## config.mk

```make
export PLATFORM = sky130hd
export DESIGN_NAME = cfg_shadow_bank
export DESIGN_NICKNAME = d
export VERILOG_FILES = /design/src/rtl/cfgsb_pkg.sv /design/src/rtl/cfgsb_edge.sv /design/src/rtl/cfgsb_ctrl.sv /design/src/rtl/cfgsb_bank.sv /design/src/rtl/cfg_shadow_bank.sv
export SDC_FILE = /design/constraint.sdc
export NUM_CORES = 1
export LEC_CHECK = 0
export BUFFER_PORTS_ARGS = -buffer_cell sky130_fd_sc_hd__clkbuf_2
export CAP_MARGIN = 15
export CORE_ASPECT_RATIO = 0.6
export CORE_MARGIN = 2
export CORE_UTILIZATION = 38
export CTS_BUF_LIST = sky130_fd_sc_hd__clkbuf_16
export CTS_CLUSTER_SIZE = 28
export DETAILED_ROUTE_END_ITERATION = 7
export PLACE_DENSITY_LB_ADDON = 0.12
export RECOVER_POWER = 25
export SYNTH_ARGS = -nofsm -noshare
export SYNTH_HDL_FRONTEND = slang
export SYNTH_HIERARCHICAL = 1
export SYNTH_SLANG_ARGS = --single-unit
export TNS_END_PERCENT = 30
```

## constraint.sdc

```tcl
create_clock -name clk -period 7.1 [get_ports clk]
set_clock_uncertainty 0.2 [all_clocks]
set_input_delay 1.42 -clock clk [delete_from_list [all_inputs] [get_ports clk]]
set_output_delay 1.42 -clock clk [all_outputs]
set_load 0.05 [all_outputs]
```

## src/rtl/cfgsb_pkg.sv

```systemverilog
package cfgsb_pkg;

    localparam int LOAD_BIT = 0;
    localparam int AOFF_BIT = 1;

    typedef struct packed {
        logic aoff;
        logic load;
    } cfgsb_ctrl_t;

endpackage

```

## src/rtl/cfgsb_edge.sv

```systemverilog
module cfgsb_edge (
    input  logic clk,
    input  logic rst_n,
    input  logic vblank,
    output logic rise
);
    typedef struct packed {
        logic vb;
    } edge_t;

    edge_t s_d, s_q;

    always_comb begin
        s_d    = s_q;
        s_d.vb = vblank;
    end

    always_ff @(posedge clk) begin
        if (!rst_n) s_q <= '0;
        else        s_q <= s_d;
    end

    assign rise = vblank & ~s_q.vb;
endmodule

```

## src/rtl/cfgsb_ctrl.sv

```systemverilog
module cfgsb_ctrl
    import cfgsb_pkg::*;
(
    input  logic        clk,
    input  logic        rst_n,
    input  logic        rise,
    input  logic        ctrl_wr,
    input  logic        wr_load,
    input  logic        wr_aoff,
    output logic        xfer,
    output cfgsb_ctrl_t ctrl
);
    cfgsb_ctrl_t c_d, c_q;

    // a pending commit or enabled autoload arms the edge
    assign xfer = rise & (~c_q.aoff | c_q.load);

    always_comb begin
        c_d = c_q;
        if (rise && c_q.load) c_d.load = 1'b0;
        if (ctrl_wr) begin
            c_d.aoff = wr_aoff;
            if (wr_load) c_d.load = 1'b1;
        end
    end

    always_ff @(posedge clk) begin
        if (!rst_n) c_q <= '0;
        else        c_q <= c_d;
    end

    assign ctrl = c_q;
endmodule

```

## src/rtl/cfgsb_bank.sv

```systemverilog
module cfgsb_bank #(
    parameter int NUM_REGS = 8,
    parameter int DATA_W   = 32,
    localparam int IDX_W   = (NUM_REGS > 1) ? $clog2(NUM_REGS) : 1
) (
    input  logic                             clk,
    input  logic                             rst_n,
    input  logic                             wr_en,
    input  logic [IDX_W-1:0]                 wr_idx,
    input  logic [DATA_W-1:0]                wr_data,
    input  logic                             xfer,
    output logic [NUM_REGS-1:0][DATA_W-1:0]  shadow,
    output logic [NUM_REGS-1:0][DATA_W-1:0]  active
);
    typedef struct packed {
        logic [NUM_REGS-1:0][DATA_W-1:0] sh;
        logic [NUM_REGS-1:0][DATA_W-1:0] ac;
    } bank_t;

    bank_t b_d, b_q;

    always_comb begin
        b_d = b_q;
        // transfer takes the pre-write shadow contents
        if (xfer) b_d.ac = b_q.sh;
        for (int i = 0; i < NUM_REGS; i++) begin
            if (wr_en && (wr_idx == IDX_W'(i))) b_d.sh[i] = wr_data;
        end
    end

    always_ff @(posedge clk) begin
        if (!rst_n) b_q <= '0;
        else        b_q <= b_d;
    end

    assign shadow = b_q.sh;
    assign active = b_q.ac;
endmodule

```

## src/rtl/cfg_shadow_bank.sv

```systemverilog
module cfg_shadow_bank
    import cfgsb_pkg::*;
#(
    parameter int NUM_REGS = 8,
    parameter int DATA_W   = 32,
    localparam int ADDR_W  = $clog2(NUM_REGS + 1),
    localparam int IDX_W   = (NUM_REGS > 1) ? $clog2(NUM_REGS) : 1
) (
    input  logic                        clk,
    input  logic                        rst_n,
    input  logic                        vblank,
    input  logic                        wr_en,
    input  logic [ADDR_W-1:0]           addr,
    input  logic [DATA_W-1:0]           wr_data,
    input  logic                        rd_active,
    output logic [DATA_W-1:0]           rd_data,
    output logic [NUM_REGS*DATA_W-1:0]  active_cfg
);
    localparam logic [ADDR_W-1:0] CTRL_ADDR = ADDR_W'(NUM_REGS);

    logic                            rise;
    logic                            xfer;
    logic                            in_bank;
    logic                            ctrl_sel;
    logic                            load_q;
    logic                            aoff_q;
    cfgsb_ctrl_t                     ctrl;
    logic [NUM_REGS-1:0][DATA_W-1:0] shadow;
    logic [NUM_REGS-1:0][DATA_W-1:0] active;
    logic [IDX_W-1:0]                idx;

    assign in_bank  = (addr < CTRL_ADDR);
    assign ctrl_sel = (addr == CTRL_ADDR);
    assign idx      = IDX_W'(addr);

    cfgsb_edge u_edge (
        .clk    (clk),
        .rst_n  (rst_n),
        .vblank (vblank),
        .rise   (rise)
    );

    cfgsb_ctrl u_ctrl (
        .clk     (clk),
        .rst_n   (rst_n),
        .rise    (rise),
        .ctrl_wr (wr_en & ctrl_sel),
        .wr_load (wr_data[LOAD_BIT]),
        .wr_aoff (wr_data[AOFF_BIT]),
        .xfer    (xfer),
        .ctrl    (ctrl)
    );

    cfgsb_bank #(
        .NUM_REGS (NUM_REGS),
        .DATA_W   (DATA_W)
    ) u_bank (
        .clk     (clk),
        .rst_n   (rst_n),
        .wr_en   (wr_en & in_bank),
        .wr_idx  (idx),
        .wr_data (wr_data),
        .xfer    (xfer),
        .shadow  (shadow),
        .active  (active)
    );

    assign load_q = ctrl.load;
    assign aoff_q = ctrl.aoff;

    always_comb begin
        rd_data = '0;
        if (in_bank) begin
            rd_data = rd_active ? active[idx] : shadow[idx];
        end else if (ctrl_sel) begin
            rd_data[LOAD_BIT] = load_q;
            rd_data[AOFF_BIT] = aoff_q;
        end
    end

    assign active_cfg = active;
endmodule

```

### Yosys cells after proc, flatten, opt, wreduce, memory -nomap -nowiden

Cells that the tools add are included.

| word-level totals | value |
|---|---|
| register bits after elaboration | 515 |
| bits of input ports | 41 |
| logic and storage cells | 57 |

| cells by class | value |
|---|---|
| magnitude comparators | 2 |
| eq/ne operators | 8 |
| multiplexer cells | 11 |
| bitwise gates (word level) | 7 |
| reductions and logical operators | 10 |

Operator list:

| kind | count |
|---|---|
| 32-bit binary-select mux with 3-bit select | 2 |
| 32-bit two-way mux | 3 |
| 30-bit two-way mux | 1 |
| 3-bit equality test, second input constant | 4 |
| 1-bit logical AND | 9 |
| 3-bit by 2-bit equality test with 1-bit output, second input constant | 2 |
| 1-bit bitwise AND | 4 |
| 4-bit equality test, second input constant | 1 |
| 3-bit by 4-bit less-than comparator with 1-bit output, second input constant | 1 |
| 4-bit less-than comparator, second input constant | 1 |
| 2-bit two-way mux | 2 |
| 3-bit by 1-bit equality test with 1-bit output, second input constant | 1 |
| 3-bit logical NOT | 1 |
| 1-bit two-way mux | 3 |
| 1-bit NOT | 2 |
| 1-bit OR | 1 |

### Logic depth before layout (Yosys ltp)

| logic depth | value |
|---|---|
| word-level depth | 6 |
| depth in mapped cells | 8 |
| gate-level depth less buffers | 5 |

### Modules after synthesis

Netlist, hierarchy kept.

Modules (own cells, without submodules):

| module | times used | cells an instance | area an instance (sq um) |
|---|---|---|---|
| cfgsb_bank | 1 | 1696 | 18764.2 |
| cfg_shadow_bank | 1 | 351 | 4098.9 |
| cfgsb_ctrl | 1 | 9 | 85.1 |
| cfgsb_edge | 1 | 3 | 40.0 |

### Worst setup path before layout

No wires, ideal clock.

| timing | value |
|---|---|
| path type | input to output |
| start point | in addr[0] |
| end point | out rd_data[2] |
| data arrival time | 3.568 ns |
| data required time | 5.480 ns |
| setup slack | 1.912 ns |
| stages | 8 |
| cells stage by stage | buf_6 > buf_6 > buf_6 > buf_6 > mux2i_1 > o21ai_0 > a21oi_1 > o32ai_1 |

| on the way | value |
|---|---|
| cells in the longest elaborated chain, start to end | 4 |
| elaborated cells on any way between the ends | 7 |
| classes of those cells | 1 x order compare; 6 x mux |

RTL lines:

| what | RTL line | source |
|---|---|---|
| from (decl) | cfg_shadow_bank.sv:13 | `input logic [ADDR_W-1:0] addr,` |
| 32-bit binary-select mux with 3-bit select | cfg_shadow_bank.sv:74 | `rd_data = rd_active ? active[idx] : shadow[idx];` |
| 32-bit two-way mux (not written as such) | cfg_shadow_bank.sv:74 |  |
| 32-bit two-way mux | cfg_shadow_bank.sv:74 |  |
| 30-bit two-way mux (*) | cfg_shadow_bank.sv:73 | `if (in_bank) begin` |
| to (decl) | cfg_shadow_bank.sv:16 | `output logic [DATA_W-1:0] rd_data,` |

Mark *: on every way between the ends. The rest lies on a longest branch, timed or not. The select of a mux whose other input is x is not followed.

### Final worst setup path

| timing | value |
|---|---|
| start point | in vblank |
| end point | reg u_bank.b_q (netlist bit u_bank/active[254]) |

| on the way | value |
|---|---|
| cells in the longest elaborated chain, start to end | 2 |

RTL lines:

| what | RTL line | source |
|---|---|---|
| from (decl) | cfg_shadow_bank.sv:11 | `input logic vblank,` |
| 1-bit bitwise AND | cfgsb_edge.sv:23 | `assign rise = vblank & ~s_q.vb;` |
| net rise | cfg_shadow_bank.sv:21 | `logic rise;` |
| 1-bit bitwise AND | cfgsb_ctrl.sv:16 | `assign xfer = rise & (~c_q.aoff \| c_q.load);` |
| net xfer | cfg_shadow_bank.sv:22 | `logic xfer;` |
| to (signal assigned) | cfgsb_bank.sv:32 | `if (!rst_n) b_q <= '0;` |
| to (signal assigned) | cfgsb_bank.sv:33 | `else b_q <= b_d;` |
| to (decl) | cfgsb_bank.sv:20 | `bank_t b_d, b_q;` |

The timed path passes the listed nets, and every way through them passes these cells.
A chain may end at the register's enable or synchronous reset.

==> results by group <==
Power
  • Pwr Total: 6.01 mW
  • Pwr dens: 226 nW/um^2
  • Net Sw Power: 1.49 mW
  • Comb pwr share: 8.1%
  • Internal Power: 4.52 mW
  • Sw frac: 24.8%
  • Sequential Power Share: 48.9%
  • Clock power share: 43.1%
  • Max VDD drop: 0.000175 V
  • LEAKAGE: 11.3 nW

Synthesis
  • Sequential area share after synthesis: 44.8%
  • Post-synthesis simple-gate area fraction: 13.4%
  • Synth Net Count: 2100
  • Yosys cell types: 36
  • Post-synthesis mux area share: 35.1%
  • Largest family of logic cells by synthesized area: multiplexers
  • Area contributors post-synth: dfxtp_1, mux2i_1, mux4_2
  • Synthesized instance count: 2059
  • Cell taking the most area after synthesis: dfxtp_1
  • Area share of fa/ha/maj cells after synthesis: 0%
  • Synth Area in Compound Gates: 2.74%
  • Mean area per synthesized cell: 11.2 um^2
  • Post-synthesis cell area: 23000 um^2
  • Post-synth top area share: 44.8%
  • Yosys warns: 6
  • Seq cells post-synth: 515
  • Xor/xnor cell area share of the yosys netlist: 0%

STA
  • Tcrit/Tclk final: 85.9%
  • Worst slew pin tran: 5020 ps
  • Final Hold Viols: 0
  • Fin crit period: 6100 ps
  • Final setup viols: 0
  • Setup TNS: 0 ps
  • Slew headroom: -235%
  • Unrepaired setup endpoints after global routing: no
  • Fmax: 164 MHz
  • Final Max Slew Viols: 258

Global route
  • Vias in the first global route: 16400
  • GRT Util Overall: 22.8%
  • GRT overflow: 0
  • Initial antenna violation count: 1
  • First-pass GRT wire length: 109000 um
  • Largest net degree at the start of global routing: 154

Finish
  • Area Growth Syn to Fin: 15.6%
  • Fin nets: 2341
  • Layout fillers: 5594
  • Share of post-route cells with drive strength above 1: 21.3%
  • Final cell count without fillers: 3121

Setup path
  • CP required: 7400 ps
  • Crit end category: register
  • WP data arrival: 6400 ps
  • Startpoint Class: input port
  • Worst R2R Setup Slack: 1710 ps
  • CP Class: input port to register
  • CP Max Fanout: 137

Routing
  • Final wirelength: 73100 um
  • Drt first pass iters: 5
  • Initial DRC count: 1370
  • Vias: 16500
  • Antenna-violating nets left: 0
  • Vias per inst: 5.29
  • Routed WL per cell: 23.4 um
  • DRC errors left: 0

Run status
  • Status: finished, violations left
  • Failing checks: capacitance limit, slew limit

CTS
  • Num CTS Buffers: 51
  • PostCTS Resize Cnt: 0
  • Clock latency on the worst-skew pair: 590 ps
  • Postcts setup bufs: 0
  • Max clock buf depth: 3
  • CTS root buffer: clkbuf_16
  • Clock slew at reported path FFs: 60 ps
  • CTS tree: yes
  • H-tree levels: 2
  • Clock Sinks: 515
  • Hold Buf Count CTS: 0

Die
  • Die area: 62500 um^2
  • Ports: 329
  • Row cnt: 69
  • Core Box Area: 59500 um^2
  • Chip width: 322 um
  • Initial Utilization: 38.6%
  • Die Span Y: 195 um

Worst hold path
  • Hold crit path type: register to register

Placement
  • GPL Wtd Cong: 0.771
  • Inst Count DP: 3028
  • Post-DP HPWL: 45800 um
  • I/O Buffers: 328

Job
  • Max cap viols: 2
[flip-flops by register name (all words and copies together), names as in the netlist]
signal         flops
u_ctrl/ctrl        2
u_bank/shadow    256
u_edge/s_q         1
u_bank/active    256
[cell families (layout without fill, tap and decap cells)]
family	count (synthesis)	count (layout)
AO/OA/AOI/OAI	90	90
buffers and inverters	171	451
flip-flops	515	515
multiplexers	670	670
other	0	1
AND/OR/NAND/NOR	613	613
[worst max-delay path, cell delays in order]
cell	delay [ps]
clkbuf_1	130
nor2b_1	240
a21boi_0	290
clkbuf_2	3340
mux2i_1	330
nor2b_1	260
[cells in the mapped netlist, drive strengths merged]
cell / n
a21oi: 17
o221ai: 12
nor2b: 261
clkbuf: 62
mux2: 4
o32ai: 1
o22ai: 5
nand4b: 3
nand3b: 1
o21ai: 12
mux2i: 557
nor4b: 1
nand4: 1
inv: 4
a211oi: 1
a32oi: 14
a21boi: 2
nor3: 2
dfxtp: 515
and2: 2
nor3b: 1
or3: 10
mux4: 109
and4bb: 1
nand4bb: 2
buf: 105
nand2: 306
or2: 2
nand2b: 3
nor2: 17
a22oi: 26
[cell type report]
cell class,count,area [um^2],area share [%]
Clock inverter,39,210,0.791
Tap cell,781,977,3.68
Inverter,4,15.0,0.0565
Clock buffer,53,1330,4.99
Multi-Input combinational cell,1373,11900,44.6
Timing Repair Buffer,355,1870,7.03
Antenna cell,1,2.50,0.00942
Sequential cell,515,10300,38.8
[cells in the final DEF (no fill, tap or decap), types with 14 or more instances in the layout]
cell and count:
a32oi_1 14, clkinv_1 20, clkbuf_16 53, a22oi_1 26, mux2i_1 557, buf_4 22
clkbuf_2 279, nand2_1 306, a21oi_1 17, mux4_2 109, clkbuf_1 47, nor2b_1 260
dfxtp_1 515
[final timing paths]
path                                        from  cells after the start                 end
worst max register to register        u_edge/s_q                      5  u_bank/active[254]
worst min register to register  u_bank/shadow[6]                      2    u_bank/shadow[6]
worst min-delay path            u_bank/shadow[6]                      2    u_bank/shadow[6]
worst max-delay path                      vblank                      6  u_bank/active[254]
[layer usage]
layer,global-route usage (%),vias up,wire length (um)
met4,5.30,0,1480
li1,-,7744,-
met5,0,-,0
met3,5.63,91,4930
met1,33.0,8234,34900
met2,33.9,432,31800
[per-stage QoR]
step	area [um^2]	utilization, %	hold WS [ps]	setup WS [ps]
after floorplan	23000	-	244	1910
after global placement	25100	42.3	259	1570
after detailed placement	25100	42.3	262	1510
after CTS	26700	44.8	273	1510
after global routing	26600	44.7	279	791
final	26600	44.7	271	1000
[power groups by stage]
stage | clock network [mW] | logic [mW] | registers [mW]
after global placement | 0 | 0.452 | 3.00
after floorplan | 0 | 0.306 | 3.02
after detailed placement | 0 | 0.456 | 3.00
after global routing | 2.76 | 0.510 | 2.94
final | 2.59 | 0.484 | 2.94
after CTS | 2.65 | 0.456 | 2.94
(Power assumes the default switching activity.)
